File: src/rtl/ddc_pkg.sv
// Shared constants and types for the windowed capability read engine.
// Assumes a 32-bit register data path and word addressing.
package ddc_pkg;
    // register word addresses
    localparam int REG_CMD  = 0;
    localparam int REG_IEN  = 1;
    localparam int REG_STAT = 2;
    localparam int REG_DIV  = 3;

    // command word fields
    localparam int CMD_GO       = 0;
    localparam int CMD_CONT     = 1;
    localparam int CMD_TYPE_LSB = 2;
    localparam int CMD_CNT_LSB  = 20;

    // status / enable bit positions
    localparam int ST_HPD  = 0;
    localparam int ST_DONE = 2;
    localparam int ST_FULL = 3;
    localparam int ST_ERR  = 4;
    localparam logic [4:0] STAT_MASK = 5'b11101;

    localparam logic [1:0] TYPE_CAP_READ = 2'd3;
    localparam logic [6:0] SINK_ADDR     = 7'h50;

    typedef enum logic [2:0] {
        SQ_IDLE,
        SQ_START,
        SQ_WBYTE,
        SQ_RBYTE,
        SQ_HOLD,
        SQ_STOP
    } seq_state_t;
endpackage

File: src/rtl/ddc_tick_gen.sv
// Quarter-bit timebase: emits one tick every div+1 clocks while run is high.
// Assumes div is stable during a transfer; the counter restarts when idle.
module ddc_tick_gen #(
    parameter int DIV_W = 16
) (
    input  logic             clk,
    input  logic             rst_n,
    input  logic             run,
    input  logic [DIV_W-1:0] div,
    output logic             tick
);
    logic [DIV_W-1:0] cnt_q;

    assign tick = run && (cnt_q == div);

    // count clocks up to the divider value, restart while idle
    always_ff @(posedge clk) begin
        if (!rst_n || !run) begin
            cnt_q <= '0;
        end else if (cnt_q == div) begin
            cnt_q <= '0;
        end else begin
            cnt_q <= cnt_q + 1'b1;
        end
    end
endmodule

File: src/rtl/ddc_rx_buffer.sv
// Receive window: WORDS words of 32 bits, written one byte at a time.
// Byte position p goes to word p/4, lane p%4 (lane 0 = least significant).
module ddc_rx_buffer #(
    parameter int WORDS = 16,
    localparam int POS_W  = $clog2(WORDS * 4),
    localparam int WIDX_W = $clog2(WORDS)
) (
    input  logic              clk,
    input  logic              rst_n,
    input  logic              wr_en,
    input  logic [POS_W-1:0]  wr_pos,
    input  logic [7:0]        wr_byte,
    input  logic [WIDX_W-1:0] rd_idx,
    output logic [31:0]       rd_word
);
    logic [WORDS-1:0][31:0] words;

    for (genvar w = 0; w < WORDS; w++) begin : g_word
        logic [31:0] word_q;

        // store an incoming byte into its lane when this word is addressed
        always_ff @(posedge clk) begin
            if (!rst_n) begin
                word_q <= '0;
            end else if (wr_en && (wr_pos[POS_W-1:2] == WIDX_W'(w))) begin
                for (int l = 0; l < 4; l++) begin
                    if (wr_pos[1:0] == 2'(l)) begin
                        word_q[8*l +: 8] <= wr_byte;
                    end
                end
            end
        end

        assign words[w] = word_q;
    end

    assign rd_word = words[rd_idx];
endmodule

File: src/rtl/ddc_seq.sv
// Bus sequencer: START, address+W, offset 0, repeated START, address+R,
// then COUNT data bytes with ACK, NACK on the last one, STOP.
// Each bit spans four ticks: set SDA, raise SCL, sample, lower SCL.
// Stalls with SCL low after every full window until resume.
module ddc_seq import ddc_pkg::*; #(
    parameter int CNT_W = 12,
    parameter int POS_W = 6
) (
    input  logic             clk,
    input  logic             rst_n,
    input  logic             go,
    input  logic [CNT_W-1:0] count,
    input  logic             resume,
    input  logic             tick,
    input  logic             sda_i,
    output logic             scl_o,
    output logic             sda_o,
    output logic             busy,
    output logic             stalled,
    output logic             wr_en,
    output logic [POS_W-1:0] wr_pos,
    output logic [7:0]       wr_byte,
    output logic             ev_full,
    output logic             ev_done,
    output logic             ev_err
);
    localparam logic [POS_W-1:0] LAST_POS = '1;

    seq_state_t       st;
    logic [1:0]       ph;
    logic [3:0]       bitn;
    logic [7:0]       txb;
    logic [7:0]       rxb;
    logic [1:0]       wsel;
    logic [CNT_W-1:0] left;
    logic [POS_W-1:0] pos;
    logic             nack_seen;

    assign busy    = (st != SQ_IDLE);
    assign stalled = (st == SQ_HOLD);

    // main sequencing state machine
    always_ff @(posedge clk) begin
        if (!rst_n) begin
            st        <= SQ_IDLE;
            ph        <= '0;
            bitn      <= '0;
            txb       <= '0;
            rxb       <= '0;
            wsel      <= '0;
            left      <= '0;
            pos       <= '0;
            nack_seen <= 1'b0;
            scl_o     <= 1'b1;
            sda_o     <= 1'b1;
            wr_en     <= 1'b0;
            wr_pos    <= '0;
            wr_byte   <= '0;
            ev_full   <= 1'b0;
            ev_done   <= 1'b0;
            ev_err    <= 1'b0;
        end else begin
            wr_en   <= 1'b0;
            ev_full <= 1'b0;
            ev_done <= 1'b0;
            ev_err  <= 1'b0;
            case (st)
                SQ_IDLE: begin
                    if (go) begin
                        st        <= SQ_START;
                        ph        <= '0;
                        wsel      <= '0;
                        left      <= count;
                        pos       <= '0;
                        nack_seen <= 1'b0;
                    end
                end
                SQ_START: begin
                    if (tick) begin
                        ph <= ph + 2'd1;
                        case (ph)
                            2'd0: sda_o <= 1'b1;
                            2'd1: scl_o <= 1'b1;
                            2'd2: sda_o <= 1'b0;
                            default: begin
                                scl_o <= 1'b0;
                                st    <= SQ_WBYTE;
                                bitn  <= '0;
                                txb   <= {SINK_ADDR, (wsel != 2'd0)};
                            end
                        endcase
                    end
                end
                SQ_WBYTE: begin
                    if (tick) begin
                        ph <= ph + 2'd1;
                        case (ph)
                            2'd0: sda_o <= (bitn == 4'd8) ? 1'b1 : txb[7];
                            2'd1: scl_o <= 1'b1;
                            2'd2: if (bitn == 4'd8) nack_seen <= sda_i;
                            default: begin
                                scl_o <= 1'b0;
                                if (bitn != 4'd8) begin
                                    txb  <= {txb[6:0], 1'b0};
                                    bitn <= bitn + 4'd1;
                                end else begin
                                    bitn <= '0;
                                    if (nack_seen) begin
                                        ev_err <= 1'b1;
                                        st     <= SQ_STOP;
                                    end else if (wsel == 2'd0) begin
                                        wsel <= 2'd1;
                                        txb  <= 8'h00;
                                    end else if (wsel == 2'd1) begin
                                        wsel <= 2'd2;
                                        st   <= SQ_START;
                                    end else begin
                                        st <= SQ_RBYTE;
                                    end
                                end
                            end
                        endcase
                    end
                end
                SQ_RBYTE: begin
                    if (tick) begin
                        ph <= ph + 2'd1;
                        case (ph)
                            2'd0: sda_o <= (bitn != 4'd8) || (left == CNT_W'(1));
                            2'd1: scl_o <= 1'b1;
                            2'd2: if (bitn != 4'd8) rxb <= {rxb[6:0], sda_i};
                            default: begin
                                scl_o <= 1'b0;
                                if (bitn != 4'd8) begin
                                    bitn <= bitn + 4'd1;
                                end else begin
                                    bitn    <= '0;
                                    wr_en   <= 1'b1;
                                    wr_pos  <= pos;
                                    wr_byte <= rxb;
                                    pos     <= pos + 1'b1;
                                    left    <= left - 1'b1;
                                    if (left == CNT_W'(1)) begin
                                        st <= SQ_STOP;
                                    end else if (pos == LAST_POS) begin
                                        st      <= SQ_HOLD;
                                        ev_full <= 1'b1;
                                    end
                                end
                            end
                        endcase
                    end
                end
                SQ_HOLD: begin
                    ph <= '0;
                    if (resume) begin
                        st <= SQ_RBYTE;
                    end
                end
                SQ_STOP: begin
                    if (tick) begin
                        ph <= ph + 2'd1;
                        case (ph)
                            2'd0: sda_o <= 1'b0;
                            2'd1: scl_o <= 1'b1;
                            2'd2: sda_o <= 1'b1;
                            default: begin
                                st <= SQ_IDLE;
                                if (!nack_seen) ev_done <= 1'b1;
                            end
                        endcase
                    end
                end
                default: st <= SQ_IDLE;
            endcase
        end
    end
endmodule

File: src/rtl/ddc_read_engine.sv
// Top: register file (command, enable, status, divider), receive window,
// timebase and bus sequencer. Status bits clear on write-one; a new
// event in the same cycle wins over the clear. Assumes CNT_W <= 12.
module ddc_read_engine import ddc_pkg::*; #(
    parameter int CNT_W     = 12,
    parameter int DIV_W     = 16,
    parameter int DIV_INIT  = 124,
    parameter int WIN_WORDS = 16,
    parameter int ADDR_W    = 6
) (
    input  logic              clk,
    input  logic              rst_n,
    input  logic              reg_we,
    input  logic [ADDR_W-1:0] reg_addr,
    input  logic [31:0]       reg_wdata,
    output logic [31:0]       reg_rdata,
    input  logic              hpd_evt,
    input  logic              sda_in,
    output logic              scl_out,
    output logic              sda_out,
    output logic              irq
);
    localparam int WIN_BYTES = WIN_WORDS * 4;
    localparam int POS_W     = $clog2(WIN_BYTES);
    localparam int WIDX_W    = $clog2(WIN_WORDS);

    logic [CNT_W-1:0] cmd_cnt;
    logic [1:0]       cmd_type;
    logic             cmd_en;
    logic [4:0]       ien_q;
    logic [4:0]       stat_q;
    logic [DIV_W-1:0] div_q;

    logic sel_cmd, wr_cmd, wr_ien, wr_stat, wr_div, sel_buf;
    logic start_req, go_bus, imm_err, imm_done, resume;
    logic [1:0]       new_type;
    logic [CNT_W-1:0] new_cnt;
    logic [4:0]       stat_set, stat_clr;
    logic             ien_zero;

    logic             busy, stalled, tick;
    logic             wr_en, ev_full, ev_done, ev_err;
    logic [POS_W-1:0] wr_pos;
    logic [7:0]       wr_byte;
    logic [31:0]      buf_word;
    logic             unused_wdata;

    assign unused_wdata = ^reg_wdata;

    // address decode and command interpretation
    assign sel_cmd  = (reg_addr == ADDR_W'(REG_CMD));
    assign wr_cmd   = reg_we && sel_cmd;
    assign wr_ien   = reg_we && (reg_addr == ADDR_W'(REG_IEN));
    assign wr_stat  = reg_we && (reg_addr == ADDR_W'(REG_STAT));
    assign wr_div   = reg_we && (reg_addr == ADDR_W'(REG_DIV));
    assign sel_buf  = (reg_addr[ADDR_W-1:WIDX_W] == (ADDR_W-WIDX_W)'(1));

    assign new_type  = reg_wdata[CMD_TYPE_LSB +: 2];
    assign new_cnt   = reg_wdata[CMD_CNT_LSB +: CNT_W];
    assign start_req = wr_cmd && reg_wdata[CMD_GO] && !busy;
    assign go_bus    = start_req && (new_type == TYPE_CAP_READ) && (new_cnt != '0);
    assign imm_err   = start_req && (new_type != TYPE_CAP_READ);
    assign imm_done  = start_req && (new_type == TYPE_CAP_READ) && (new_cnt == '0);
    assign resume    = wr_cmd && reg_wdata[CMD_CONT];
    assign ien_zero  = (ien_q == '0);

    // command register: fields latch only while idle, enable bit always
    always_ff @(posedge clk) begin
        if (!rst_n) begin
            cmd_cnt  <= '0;
            cmd_type <= '0;
            cmd_en   <= 1'b0;
        end else if (wr_cmd) begin
            cmd_en <= reg_wdata[CMD_GO];
            if (!busy) begin
                cmd_cnt  <= new_cnt;
                cmd_type <= new_type;
            end
        end
    end

    // interrupt enable and divider registers
    always_ff @(posedge clk) begin
        if (!rst_n) begin
            ien_q <= '0;
            div_q <= DIV_W'(DIV_INIT);
        end else begin
            if (wr_ien) ien_q <= reg_wdata[4:0] & STAT_MASK;
            if (wr_div) div_q <= reg_wdata[DIV_W-1:0];
        end
    end

    // status register: sticky events, write-one-to-clear
    always_comb begin
        stat_set          = '0;
        stat_set[ST_ERR]  = ev_err | imm_err;
        stat_set[ST_FULL] = ev_full;
        stat_set[ST_DONE] = ev_done | imm_done;
        stat_set[ST_HPD]  = hpd_evt;
        stat_clr          = wr_stat ? reg_wdata[4:0] : '0;
    end

    always_ff @(posedge clk) begin
        if (!rst_n) begin
            stat_q <= '0;
        end else begin
            stat_q <= ((stat_q & ~stat_clr) | stat_set) & STAT_MASK;
        end
    end

    assign irq = |(stat_q & ien_q);

    // register read multiplexer
    always_comb begin
        reg_rdata = '0;
        if (sel_buf) begin
            reg_rdata = buf_word;
        end else begin
            case (reg_addr)
                ADDR_W'(REG_CMD): begin
                    reg_rdata[CMD_CNT_LSB +: CNT_W]  = cmd_cnt;
                    reg_rdata[CMD_TYPE_LSB +: 2]     = cmd_type;
                    reg_rdata[CMD_GO]                = cmd_en;
                end
                ADDR_W'(REG_IEN):  reg_rdata[4:0]       = ien_q;
                ADDR_W'(REG_STAT): reg_rdata[4:0]       = stat_q;
                ADDR_W'(REG_DIV):  reg_rdata[DIV_W-1:0] = div_q;
                default:           reg_rdata            = '0;
            endcase
        end
    end

    ddc_tick_gen #(.DIV_W(DIV_W)) u_tick (
        .clk  (clk),
        .rst_n(rst_n),
        .run  (busy),
        .div  (div_q),
        .tick (tick)
    );

    ddc_rx_buffer #(.WORDS(WIN_WORDS)) u_buf (
        .clk    (clk),
        .rst_n  (rst_n),
        .wr_en  (wr_en),
        .wr_pos (wr_pos),
        .wr_byte(wr_byte),
        .rd_idx (reg_addr[WIDX_W-1:0]),
        .rd_word(buf_word)
    );

    ddc_seq #(.CNT_W(CNT_W), .POS_W(POS_W)) u_seq (
        .clk    (clk),
        .rst_n  (rst_n),
        .go     (go_bus),
        .count  (new_cnt),
        .resume (resume),
        .tick   (tick),
        .sda_i  (sda_in),
        .scl_o  (scl_out),
        .sda_o  (sda_out),
        .busy   (busy),
        .stalled(stalled),
        .wr_en  (wr_en),
        .wr_pos (wr_pos),
        .wr_byte(wr_byte),
        .ev_full(ev_full),
        .ev_done(ev_done),
        .ev_err (ev_err)
    );
endmodule

File: config.mk
export PLATFORM = sky130hd
export DESIGN_NAME = ddc_read_engine
export DESIGN_NICKNAME = d
export VERILOG_FILES = /design/src/rtl/ddc_pkg.sv /design/src/rtl/ddc_tick_gen.sv /design/src/rtl/ddc_rx_buffer.sv /design/src/rtl/ddc_seq.sv /design/src/rtl/ddc_read_engine.sv
export SDC_FILE = /design/constraint.sdc
export NUM_CORES = 2
export LEC_CHECK = 0
export BUFFER_PORTS_ARGS = -buffer_cell sky130_fd_sc_hd__clkbuf_2
export CORE_MARGIN = 1.5
export CORE_UTILIZATION = 65
export CTS_CLUSTER_SIZE = 30
export DETAILED_ROUTE_END_ITERATION = 10
export PLACE_DENSITY_LB_ADDON = 0.15
export SYNTH_ARGS = -nofsm -noshare
export SYNTH_HDL_FRONTEND = slang
export SYNTH_SLANG_ARGS = --single-unit
File: constraint.sdc
create_clock -name clk -period 5.2 [get_ports clk]
set_input_delay 0.26 -clock clk [delete_from_list [all_inputs] [get_ports clk]]
set_output_delay 0.26 -clock clk [all_outputs]
set_load 0.005 [all_outputs]
Word-level counts from Yosys, hierarchy flattened
Index checks and enable logic that the tools add are counted.
Storage, ports and cells
  output and inout port bits: 35
  memory bits (writable): 0
  latch bits: 0
  logic and storage cells: 398
  bits of input ports: 43
  ROM bits: 0
  memories: 0
  bits in registers: 634
Operators by class
  mux-type cells: 86
  order comparisons: 1
  div/mod/pow operators: 0
  shifts and indexed selects: 0
  bitwise gates (word level): 14
  add/sub/neg operators: 5
  reductions and logical operators: 136
  $mul: 0
  eq/ne operators: 67
Operators with widths (count)
  2-bit AND reduction: 65
  32-bit binary-select mux with 4-bit select: 1
  32-bit two-way mux: 2
  12-bit two-way mux: 5
  8-bit two-way mux: 7
  3-bit two-way mux: 16
  4-bit equality test, second input constant: 9
  2-bit != test, second input constant: 16
  1-bit logical AND: 28
  6-bit two-way mux: 4
  12-bit one-hot mux with 2 select lines: 1
  4-bit two-way mux: 5
  5-bit AND reduction: 4
  1-bit two-way mux: 18
  2-bit two-way mux: 9
  3-bit one-hot mux with 6 select lines: 1
  16-bit by 1-bit adder with 16-bit output, second input constant: 1
  16-bit equality test: 1
  4-bit by 3-bit equality test with 1-bit output, second input constant: 4
  2-bit by 1-bit != test with 1-bit output, second input constant: 8
  8-bit one-hot mux with 2 select lines: 1
  3-bit by 1-bit != test with 1-bit output, second input constant: 5
  14-bit AND reduction: 1
  7-bit AND reduction: 2
  other kinds (55): 95

Logic depth before layout (Yosys ltp)
  depth after elaboration: 8
  gate-level depth with buffers: 9

Modules after synthesis
Synthesis repeated with hierarchy kept, for this count alone.
Second synthesis, totals
  cells, all modules: 3536
  area total of the unflattened synthesis: 33380.8 µm²
Modules (own cells, without submodules)
  ddc_rx_buffer: sequential area each 10249.8 µm², cells an instance 2792, area each 27020.9 µm², instances 1
  ddc_seq: sequential area each 1321.3 µm², cells an instance 418, area each 3394.5 µm², instances 1
  ddc_read_engine: sequential area each 780.7 µm², cells an instance 227, area each 2043.2 µm², instances 1
  ddc_tick_gen: sequential area each 320.3 µm², cells an instance 99, area each 922.1 µm², instances 1

Worst setup path before layout
No wires, ideal clock.
  path kind: input -> output
  start: in reg_addr[0]
  end: out reg_rdata[10]
  arrival: 2203 ps
  cell stages on the path: 7
  slack: 2737 ps
  cell sequence: clkbuf_1 buf_2 buf_2 mux4_2 mux4_2 inv_1 o21ai_0
Between the ends
  word-level cells in the longest chain between the ends: 3
  elaborated cells between the ends (all ways): 5
  classes of those cells: eq/ne (1); mux (4)
RTL lines
  from (decl): RTL line ddc_read_engine.sv:14  | input logic [ADDR_W-1:0] reg_addr,
  32-bit binary-select mux with 4-bit select or 6-bit by 2-bit equality test with 1-bit output (tied branches): RTL line ddc_rx_buffer.sv:37, ddc_read_engine.sv:119
  32-bit two-way mux (not written as such) or 11-bit two-way mux (tied branches): RTL line ddc_rx_buffer.sv:37, ddc_read_engine.sv:119
  32-bit two-way mux *: RTL line ddc_read_engine.sv:116  | if (sel_buf) begin
  to (decl): RTL line ddc_read_engine.sv:16  | output logic [31:0] reg_rdata,
Mark *: on every way between the ends. The rest lies on a longest branch, timed or not. The select of a mux whose other input is x is not followed.

Worst setup path in the final report
  start: in reg_addr[0]
  end: out reg_rdata[9]
Same word-level chain as after synthesis.

==> run_results.csv <==
group,metric,value,unit
min_path,min_from,"reg_we",
logic_synthesis,synth-xor-area-share,0.871,%
global_route,antenna_found_initial,0,
placed_design,gp_congestion,0.885,
sta,tns,0,ns
global_route,grt_max_degree,234,
route,wirelength,77400,um
floorplan,num_rows,76,
setup_path,crit_top_cell,"mux4_2",
setup_path,worstPathRequired,4.94,ns
setup_path,crit_arrival,3.08,ns
final_layout,nets,3128,
setup_path,endpoint,"reg_rdata[9]",
setup_path,crit_type,"primary input to output port",
final_layout,fin_cells,3704,
clocking,cts_resized,0,
route,ant_nets,0,
logic_synthesis,netlist_area,28200,um^2
logic_synthesis,synth_top_area_cell,"dfxtp_1",
route,drt_iter0_drc,2708,
logic_synthesis,synthCells,3126,
logic_synthesis,ys_seq_area_share,45.0,%
floorplan,die_w,211,um
setup_path,crit_fanout,80,
final_layout,diodes,0,
placed_design,dp.cells,3562,
pwr,power_density,316,nW/um^2
sta,min_period_over_period,64.2,%
logic_synthesis,synth_seq_cells,633,
global_route,globalRouteOverflowTotal,0,
outcome,status,"complete, no violations",
final_layout,drive_gt1_share,12.7,%
setup_path,crit_start,"reg_addr[0]",
logic_synthesis,synth_fa_ha_area_share,0.444,%
sta,rsz0062_at_grt,"false",
route,wl_per_cell,20.9,um
sta,slew-limit-headroom,11.2,%
clocking,clk_path_buf_depth,3,
logic_synthesis,synthFlopType,"dfxtp_1",
setup_path,critPathBufInv,4,
setup_path,worstSetupStartpointType,"primary input",
logic_synthesis,avgSynthCellArea,9.01,um^2
clocking,numClockSinks,633,
logic_synthesis,yosys-top-cells-count,"dfxtp_1, nand2_1, a21oi_1, nor2_1, o21ai_0",
setup_path,worst_path_max_delay_cell,"clkbuf_8",
job,maxCapViolations,0,
logic_synthesis,synth_most_common_cell,"dfxtp_1",
logic_synthesis,yosysWarningCount,0,
placed_design,hpwlAfterDp,46200,um
setup_path,critPathTopFamily,"buffers and inverters",
final_layout,final_cell_area,31000,um^2
setup_path,worstSetupEndpointType,"output port",
clocking,cts_tree,"built",
clocking,cts_buffers,66,
logic_synthesis,ys_types,55,
logic_synthesis,yosysTopAreaCellShare,45.0,%
setup_path,crit_chain,"clkbuf_8 -> buf_12 -> mux4_2 -> mux4_2 -> inv_1 -> o21ai_0 -> clkbuf_2",
logic_synthesis,synthTopCellsByArea,"dfxtp_1, mux4_2, mux2i_1, a21oi_1, nand2_1",
sta,finalSetupViolCount,0,
min_path,hold_class,"primary input to register",
logic_synthesis,synth_mux_area_share,20.9,%
global_route,track_usage,34.6,%
route,drc,0,
route,first_pass_iters,6,
route,num_vias,23600,
setup_path,max_stage_delay,0.71,ns
pwr,ir_worst_vdd,0.247,mV
setup_path,r2r_slack,2.18,ns
floorplan,fp.dieH,211,um
placed_design,placed_cell_area,28700,um^2
floorplan,ios,78,
final_layout,synthToLayoutAreaGrowth,10.1,%
global_route,grt_pass1_wl,121000,um
route,viasPerCell,6.36,
clocking,clock_latency,0.61,ns
clocking,path_clk_slew,0.06,ns
setup_path,r2r-start,"div_q[6]$_SDFFE_PN1P_",
pwr,total_power,9.81,mW
sta,hold_viol,0,
setup_path,ff2ff_path_depth,6,
sta,final_max_slew_viol_count,0,
logic_synthesis,postSynth.asyncResetShare,0,%
sta,fin_skew,0.0242,ns
logic_synthesis,synth_top_family_by_area,"multiplexers",
sta,tightest_slew,1.32,ns
logic_synthesis,synth_edf_count,0,
setup_path,reg2reg_to,"u_seq.left[5]$_SDFFE_PN0P_",
global_route,grt_pass1_vias,22600,
logic_synthesis,synth_compound_area_share,12.3,%
sta,fin_ws,1.86,ns
clocking,cts_root_buf,"clkbuf_16",
pwr,p_leak,10.8,nW
floorplan,initial_core_util,65.7,%
clocking,htree_levels,3,
sta,fmax,300,MHz
placed_design,place_ws,1.87,ns
logic_synthesis,syn-num-nets,3179,
setup_path,cp.depth,7,
sta,fin_crit,3.34,ns
logic_synthesis,synth_simple_gate_area_share,16.3,%
floorplan,dieArea,44600,um^2
floorplan,coreArea,42900,um^2
placed_design,io_buffers,73,
## tightest hold or removal path, stage by stage
cell,delay (ns)
clkbuf_2,0.12
nand2_1,0.07
nor3_1,0.08
nand2_1,0.08
a21oi_1,0.06
nor2_1,0.06
## area by class of cell
cell class | count | area (um^2)
fillers | 3189 | 11900
multi-input cells | 2188 | 14400
clock inverters | 16 | 121
inverters | 42 | 165
well taps | 585 | 732
repair buffers | 144 | 1040
flip-flops and latches | 633 | 12700
clock buffers | 96 | 1920
## state kept, by name, indices dropped and copies added (netlist names), 3 cells and up
signal / flops
u_seq.wr_pos: 6
u_seq.txb: 8
u_tick.cnt_q: 16
u_seq.pos: 6
cmd_cnt: 12
ien_q: 4
u_seq.wr_byte: 8
u_seq.bitn: 4
u_seq.rxb: 8
u_seq.st: 3
u_buf.g_word.word_q: 512
stat_q: 4
u_seq.left: 12
div_q: 16
## cells in the final DEF, fill, tap and decap left out, types with 5 or more instances in the layout
cell,instances
mux4_2,161
or3_1,14
o21ai_1,9
xnor2_1,5
o21ai_0,239
nand4_1,6
mux2i_1,222
nor3_1,11
nand3_1,156
buf_4,37
inv_1,41
nand2_1,518
clkbuf_16,68
a31oi_1,6
dlygate4sd3_1,30
clkbuf_2,71
xor2_1,23
nor2b_1,10
clkbuf_1,17
clkinv_2,11
ha_1,10
nand2b_1,5
clkbuf_8,12
dfxtp_1,625
a21oi_1,391
and3_1,16
nor2_1,309
nor4_1,16
dfxtp_2,8
## per-stage QoR
| stage | utilization, % | hold slack [ns] |
|---|---|---|
| after floorplan | - | 0.377 |
| after global placement | 66.9 | 0.425 |
| after detailed placement | 66.9 | 0.429 |
| after CTS | 72.3 | 0.165 |
| after global routing | 72.3 | 0.206 |
| final | 72.3 | 0.187 |
## cell families (layout without fill, tap and decap cells)
family                   count (synthesis)  after routing
AO/OA/AOI/OAI                          673            673
XOR/XNOR                                28             28
adder cells (fa/ha/maj)                 10             10
buffers and inverters                  305            298
flip-flops                             633            633
multiplexers                           386            386
AND/OR/NAND/NOR                       1091           1091
## metal layers
layer  vias up  track usage, %  part of all wire [%]  wire, um
met5         -               0                     0         0
met4         0            15.2                   4.3      3300
met3       196            5.17                   8.0      6200
met2      1121            56.9                    47     36700
met1     11400            45.4                    40     31200
li1      10800               -                     -         -
## where the power goes
| part | leakage [nW] | switching [mW] | internal [mW] |
|---|---|---|---|
| Clock | 1.01 | 1.94 | 2.56 |
| Sequential | 5.10 | 0.0242 | 4.86 |
| Combinational | 4.69 | 0.287 | 0.137 |
## worst min path at each step
stage | end | slack [ns] | cells after the start
finish | stat_q[3]$_SDFF_PN0_ | 0.19 | 6
global placement | stat_q[3]$_SDFF_PN0_ | 0.43 | 2
detailed placement | stat_q[3]$_SDFF_PN0_ | 0.43 | 2
global route | stat_q[3]$_SDFF_PN0_ | 0.21 | 6
floorplan | stat_q[0]$_SDFF_PN0_ | 0.38 | 2
CTS | stat_q[3]$_SDFF_PN0_ | 0.17 | 6
## repair_timing
action                    in CTS  in global routing
hold endpoints to repair      32                  0
buffers inserted               0                  0
hold buffers                  30                  0
Power figures use the tool's default switching activity.
